$ cat config.mk
export PLATFORM = sky130hd
export DESIGN_NAME = wb_bridge
export DESIGN_NICKNAME = d
export VERILOG_FILES = /design/src/rtl/wb_bridge.sv
export SDC_FILE = /design/constraint.sdc
export NUM_CORES = 1
export LEC_CHECK = 0
export ABC_AREA = 1
export BUFFER_PORTS_ARGS = -buffer_cell sky130_fd_sc_hd__buf_2
export CORE_ASPECT_RATIO = 0.9
export CORE_MARGIN = 3
export CORE_UTILIZATION = 47
export DETAILED_ROUTE_END_ITERATION = 12
export GPL_ROUTABILITY_DRIVEN = 1
export PLACE_DENSITY = 0.85
export SKIP_CTS_REPAIR_TIMING = 1
export SYNTH_ARGS = -nofsm -noshare
export SYNTH_HDL_FRONTEND = slang
export SYNTH_SLANG_ARGS = --single-unit
$ cat constraint.sdc
create_clock -name clk -period 3.98 [get_ports clk]
set_clock_uncertainty 0.05 [all_clocks]
set_input_delay 0.597 -clock clk [delete_from_list [all_inputs] [get_ports clk]]
set_output_delay 0.597 -clock clk [all_outputs]
set_load 0.01 [all_outputs]
$ cat src/rtl/wb_bridge.sv
module wb_bridge #(
  parameter int unsigned TIMEOUT    = 16,
  parameter bit          PIPELINED  = 1'b0,
  parameter bit          BIG_ENDIAN = 1'b0,
  parameter bit          RX_DIRECT  = 1'b0,
  parameter bit          TX_DIRECT  = 1'b0
) (
  input  logic        clk,
  input  logic        rst,
  input  logic        req_i,
  input  logic        req_we_i,
  input  logic [31:0] req_addr_i,
  input  logic [31:0] req_wdata_i,
  input  logic [3:0]  req_ben_i,
  output logic        req_ready_o,
  output logic [31:0] rsp_rdata_o,
  output logic        rsp_ack_o,
  output logic        rsp_err_o,
  output logic [31:0] wb_adr_o,
  output logic [31:0] wb_dat_o,
  output logic        wb_we_o,
  output logic [3:0]  wb_sel_o,
  output logic        wb_stb_o,
  output logic        wb_cyc_o,
  input  logic [31:0] wb_dat_i,
  input  logic        wb_ack_i,
  input  logic        wb_err_i
);
  localparam int NB   = 4;
  localparam int CW   = (TIMEOUT > 1) ? $clog2(TIMEOUT) + 1 : 1;
  localparam int TLIM = (TIMEOUT == 0) ? 0 : int'(TIMEOUT) - 1;

  function automatic logic [31:0] swap_data(input logic [31:0] v);
    logic [31:0] r;
    for (int k = 0; k < NB; k++)
      r[8*k +: 8] = BIG_ENDIAN ? v[8*(NB-1-k) +: 8] : v[8*k +: 8];
    return r;
  endfunction

  function automatic logic [3:0] swap_sel(input logic [3:0] v);
    logic [3:0] r;
    for (int k = 0; k < NB; k++)
      r[k] = BIG_ENDIAN ? v[NB-1-k] : v[k];
    return r;
  endfunction

  logic          cyc_q, stb_q, we_q;
  logic [31:0]   adr_q, dat_q;
  logic [3:0]    sel_q;
  logic [CW-1:0] cnt_q;

  logic        acc, tmo_hit, ack_ev, err_ev, term;
  logic [31:0] rd_ev;

  assign acc     = req_i & ~cyc_q;
  assign tmo_hit = (TIMEOUT != 0) && (cnt_q >= CW'(TLIM));
  assign ack_ev  = cyc_q & wb_ack_i & ~wb_err_i;
  assign err_ev  = cyc_q & (wb_err_i | (tmo_hit & ~wb_ack_i));
  assign term    = ack_ev | err_ev;
  assign rd_ev   = (ack_ev & ~we_q) ? swap_data(wb_dat_i) : 32'h0;
  assign req_ready_o = ~cyc_q;

  always_ff @(posedge clk) begin
    if (rst) begin
      cyc_q <= 1'b0;
      stb_q <= 1'b0;
      we_q  <= 1'b0;
      adr_q <= '0;
      dat_q <= '0;
      sel_q <= '0;
      cnt_q <= '0;
    end else if (acc) begin
      cyc_q <= 1'b1;
      stb_q <= !(PIPELINED && TX_DIRECT);
      we_q  <= req_we_i;
      adr_q <= req_addr_i;
      dat_q <= swap_data(req_wdata_i);
      sel_q <= swap_sel(req_ben_i);
      cnt_q <= CW'(TX_DIRECT);
    end else if (cyc_q) begin
      if (term) begin
        cyc_q <= 1'b0;
        stb_q <= 1'b0;
        cnt_q <= '0;
      end else begin
        if (PIPELINED) stb_q <= 1'b0;
        if (TIMEOUT != 0) cnt_q <= cnt_q + 1'b1;
      end
    end
  end

  generate
    if (TX_DIRECT) begin : g_tx_dir
      assign wb_cyc_o = cyc_q | acc;
      assign wb_stb_o = stb_q | acc;
      assign wb_we_o  = acc ? req_we_i : we_q;
      assign wb_adr_o = acc ? req_addr_i : adr_q;
      assign wb_dat_o = acc ? swap_data(req_wdata_i) : dat_q;
      assign wb_sel_o = acc ? swap_sel(req_ben_i) : sel_q;
    end else begin : g_tx_reg
      assign wb_cyc_o = cyc_q;
      assign wb_stb_o = stb_q;
      assign wb_we_o  = we_q;
      assign wb_adr_o = adr_q;
      assign wb_dat_o = dat_q;
      assign wb_sel_o = sel_q;
    end

    if (RX_DIRECT) begin : g_rx_dir
      assign rsp_ack_o   = ack_ev;
      assign rsp_err_o   = err_ev;
      assign rsp_rdata_o = rd_ev;
    end else begin : g_rx_reg
      logic        ack_q, err_q;
      logic [31:0] rd_q;
      always_ff @(posedge clk) begin
        if (rst) begin
          ack_q <= 1'b0;
          err_q <= 1'b0;
          rd_q  <= '0;
        end else begin
          ack_q <= ack_ev;
          err_q <= err_ev;
          rd_q  <= rd_ev;
        end
      end
      assign rsp_ack_o   = ack_q;
      assign rsp_err_o   = err_q;
      assign rsp_rdata_o = rd_q;
    end

    if (PIPELINED) begin : g_chk_pipe

      stb_single_chk: assert property (@(posedge clk) disable iff (rst)
        (wb_stb_o && !wb_ack_i && !wb_err_i) |=> !wb_stb_o);
    end else begin : g_chk_classic

      stb_cyc_pair_chk: assert property (@(posedge clk) disable iff (rst)
        wb_stb_o == wb_cyc_o);
    end

    if (TIMEOUT != 0) begin : g_chk_tmo

      tmo_bound_chk: assert property (@(posedge clk) disable iff (rst)
        cyc_q |-> (cnt_q <= CW'(TLIM)));
    end
  endgenerate


  stb_in_cyc_chk: assert property (@(posedge clk) disable iff (rst)
    wb_stb_o |-> wb_cyc_o);


  hold_req_chk: assert property (@(posedge clk) disable iff (rst)
    (cyc_q && $past(cyc_q)) |-> ($stable(wb_adr_o) && $stable(wb_we_o) &&
                                 $stable(wb_dat_o) && $stable(wb_sel_o)));


  rsp_excl_chk: assert property (@(posedge clk) disable iff (rst)
    !(rsp_ack_o && rsp_err_o));


  err_zero_chk: assert property (@(posedge clk) disable iff (rst)
    rsp_err_o |-> (rsp_rdata_o == 32'h0));


  busy_block_chk: assert property (@(posedge clk) disable iff (rst)
    cyc_q |-> !req_ready_o);
endmodule

# == Word level (Yosys, flattened, before mapping) ==
# Cells that the tools add are included.
# op_classes
addsub,1
bitwise_logic,13
n_lt_le_gt_ge,1
reduce_logical,5
mux,7
# op_table
op,count
$and 1x1->1,6
$mux 1,6
$add 5x1->5 const B,1
$ge 5x4->1 const B,1
$mux 5,1
$not 1->1,5
$reduce_bool 2->1,2
$reduce_or 2->1,2
$or 1x1->1,2
$reduce_and 2->1,1
# word_totals
in_bits,106
register_bits,110
out_inout_bits,106

# == Logic depth before layout (Yosys ltp) ==
# logic_depth
word_depth,8
ltp_mapped,11
depth_no_buf,11

# == Least setup slack after synthesis ==
# OpenSTA, ideal clock, no wires.
# synth_path
path_type,flip-flop to flip-flop
startpoint,register cnt_q[0]
endpoint,register cnt_q[1]
setup_slack_ns,2.516
stages_incl_launch_ff,12
arrival_ns,1.350
setup_time_ns,0.064
required_ns,3.866
path_cell_list,dfxtp_1 ha_1 nand2_1 nor2_1 ha_1 nor2_1 nand2_1 inv_1 nand4_1 nor2_1 nor2_1 nor2_1
# synth_via
elab_chain_len,6
word_cells_on_any_way,7
# synth_lines
element,line_no,rtl
from (decl),50,logic [CW-1:0] cnt_q;
from (signal assigned),79,cnt_q <= CW'(TX_DIRECT);
from (signal assigned),87,if (TIMEOUT != 0) cnt_q <= cnt_q + 1'b1;
$ge 5x4->1,56,assign tmo_hit = (TIMEOUT != 0) && (cnt_q >= CW'(TLIM));
$and 1x1->1,58,assign err_ev = cyc_q & (wb_err_i | (tmo_hit & ~wb_ack_i));
$or 1x1->1,58,
$and 1x1->1,58,
$or 1x1->1,59,assign term = ack_ev | err_ev;
$mux 5 *,81,if (term) begin
# Every way passes the cells marked *; elsewhere a longest branch is shown, timed or not.
# A chain may end at the register's enable or synchronous reset.

# == Final worst setup path ==
# layout_path
startpoint,"register cyc_q, in the netlist wb_cyc_o"
endpoint,"register adr_q[28], in the netlist wb_adr_o[28]"
# layout_via
elab_chain_len,2
# layout_lines
element,line_no,rtl
from (decl),47,"logic cyc_q, stb_q, we_q;"
from (signal assigned),65,cyc_q <= 1'b0;
from (signal assigned),73,cyc_q <= 1'b1;
from (signal assigned),82,cyc_q <= 1'b0;
$not 1->1,55,assign acc = req_i & ~cyc_q;
$and 1x1->1,55,
to (signal assigned),76,adr_q <= req_addr_i;
to (decl),48,"logic [31:0] adr_q, dat_q;"
# Every way passes these cells.

==> impl_metrics.json <==
{
  "status": "finished clean",
  "port_buffers": 211,
  "switching_share_pct": 27.0,
  "setup.worst_path.class": "reg -> reg",
  "r2r_slack_ns": 1.69,
  "startpoint_type": "flip-flop",
  "p_int_uw": 1520,
  "post-route-period-util_pct": 57.6,
  "drive_above_1_share_pct": 36.4,
  "critPathCaptureType": "flip-flop",
  "die_h_um": 90.3,
  "timing.setup.tns_ns": 0,
  "crit_start": "wb_cyc_o",
  "syn_nets": 568,
  "reg2reg_depth": 6,
  "vdd_drop_max_mv": 0.339,
  "wl_per_cell_um": 12.0,
  "cts_root_buf": "clkbuf_8",
  "slew_headroom_pct": 39.9,
  "grt_pass1_wl_um": 14700,
  "num_rows": 30,
  "r2r_end": "wb_adr_o[28]",
  "nets": 768,
  "hpwlAfterDp_um": 6890,
  "switchingPower_uw": 562,
  "maxCapViolCount": 0,
  "track_usage_pct": 19.8,
  "cts_tree": "done",
  "drc": 0,
  "p_comb_share_pct": 13.3,
  "totalPowerFinal_uw": 2080,
  "pwr-share-clk_pct": 29.4,
  "sequentialPowerShare_pct": 57.2,
  "syn_inst": 460,
  "drt_wl_total_um": 9100,
  "worst_pin_slew_ns": 0.902,
  "grt_pass1_vias": 3312,
  "hold_class": "in -> reg",
  "fillCellCount": 677,
  "layout_commonest_cell": "buf_2",
  "grt_max_degree": 74,
  "reg2reg_from": "wb_cyc_o",
  "drt_iter0_drc": 85,
  "gp_routability_congestion": 0.770,
  "cts_made_buffers": 9,
  "cts_num_sinks": 110,
  "postSynthAreaPerCell_sq_um": 8.07,
  "area_growth_pct": 33.7,
  "layout_common_cells": "buf_2, nor2_1, dfxtp_1, o21ai_0, inv_1",
  "ys_ff_latch": 110,
  "setup_violations": 0,
  "synth_warnings": 0,
  "slew_violations": 0,
  "yosysUniqueCellTypes": 20,
  "vias": 3498,
  "cp_data_arrival_time_ns": 2.53,
  "initial_core_util_pct": 48.7,
  "clk-insertion-delay-late_ns": 0.34,
  "cp_max_fo": 73,
  "n_antenna_cell": 0,
  "fin_crit_ns": 2.29,
  "clockBufferDepth": 2,
  "antenna_found_initial": 0,
  "critical_path_required_ns": 4.22,
  "vias_per_cell": 4.60,
  "rsz0062_at_grt": "false",
  "synth_area_sq_mm": 0.00371,
  "p_per_area_mw_per_mm2": 419,
  "p_leak_uw": 0.00267,
  "ys_seq_area_share_pct": 59.3,
  "num_io_pins": 212,
  "ant_nets": 0,
  "die_area_sq_mm": 0.00900,
  "die_w_um": 99.7,
  "path_clk_slew_ns": 0.10,
  "htree_num_levels": 3,
  "endpoint": "wb_adr_o[28]",
  "hold_viol_final": 0,
  "overflow": 0,
  "fmax_mhz": 436,
  "first_pass_iters": 4,
  "core_sq_mm": 0.00762
}
==> per-layer routing <==
metal	up-vias	part of all wire [%]	GRT usage (%)
li1	1800	-	-
met1	1519	40	22.3
met2	161	47	33.1
met3	18	11	8.80
met4	0	2.2	6.71
met5	-	0	0
==> flip-flops by register name (all words and copies together) (netlist names) <==
name,cells
rsp_rdata_o,32
wb_adr_o,32
wb_dat_o,32
cnt_q,5
wb_sel_o,4
rsp_ack_o,1
rsp_err_o,1
wb_cyc_o,1
wb_stb_o,1
wb_we_o,1
==> stage by stage <==
step,hold WS (ns),instance area (sq um),setup WS (ns),utilization [%],instances
floorplan,0.429,3710,2.52,-,460
global placement,0.408,4790,1.53,62.8,745
detailed placement,0.416,4790,1.48,62.8,745
CTS,0.377,4960,1.62,65.2,761
global route,0.367,4960,1.38,65.2,761
finish,0.397,4960,1.69,65.2,761
==> Yosys cell counts <==
cell type | number | area (sq um)
nand4_1 | 2 | 12.5
inv_2 | 3 | 11.3
nand2_1 | 6 | 22.5
dfxtp_1 | 110 | 2200
buf_2 | 1 | 5.00
a21oi_1 | 4 | 20.0
nor2_2 | 6 | 37.5
clkbuf_1 | 19 | 71.3
o31ai_1 | 1 | 7.51
o21ai_0 | 70 | 350
nor2_1 | 182 | 683
nand3_1 | 1 | 5.00
buf_6 | 3 | 33.8
nor3_2 | 1 | 10.0
ha_1 | 2 | 25.0
xnor2_1 | 1 | 8.76
nor2_4 | 1 | 11.3
buf_4 | 1 | 7.51
nand2_4 | 2 | 22.5
inv_1 | 44 | 165
==> power groups by stage <==
| stage | sequential (uW) | clock [uW] | combinational (uW) |
|---|---|---|---|
| 4_1_cts | 1190 | 630 | 281 |
| 5_1_grt | 1200 | 680 | 313 |
| 3_3_place_gp | 1210 | 0 | 273 |
| 3_5_place_dp | 1220 | 0 | 280 |
| 2_1_floorplan | 1250 | 0 | 115 |
| 6_report | 1190 | 612 | 277 |
==> cells by family (layout without fill, tap and decap cells) <==
| group | Yosys count | count (layout) | synth area share [%] |
|---|---|---|---|
| AO/OA/AOI/OAI | 75 | 75 | 10.2 |
| adder cells (fa/ha/maj) | 2 | 2 | 0.674 |
| AND/OR/NAND/NOR | 201 | 201 | 21.7 |
| buffers and inverters | 71 | 276 | 7.92 |
| XOR/XNOR | 1 | 1 | 0.236 |
| flip-flops | 110 | 110 | 59.3 |
==> critical path, stage by stage (launching register included) <==
cell and delay (ns):
dfxtp_1 0.39, inv_2 0.13, nand2_4 0.32, inv_2 0.80, buf_4 0.33, nor2_1 0.06
nor2_1 0.11
==> worst min-delay path by stage <==
stage / start / end / slack [ns] / cells after the start
final: wb_dat_i[9] / rsp_rdata_o[9] / 0.40 / 3
after global routing: wb_dat_i[28] / rsp_rdata_o[28] / 0.37 / 3
after CTS: wb_dat_i[9] / rsp_rdata_o[9] / 0.38 / 3
after detailed placement: wb_dat_o[23] / wb_dat_o[23] / 0.42 / 2
after global placement: wb_adr_o[12] / wb_adr_o[12] / 0.41 / 2
after floorplan: cnt_q[0] / cnt_q[0] / 0.43 / 2
==> area by class of cell <==
cell class,count,area [sq um],share of cell area [%]
flip-flops and latches,110,2200,44.4
multi-input cells,279,1220,24.5
repair buffers,213,1070,21.6
inverters,47,176,3.55
clock buffers,9,124,2.49
well taps,96,120,2.42
clock inverters,7,55.1,1.11
Note: power is estimated with default switching activity, not from simulation.
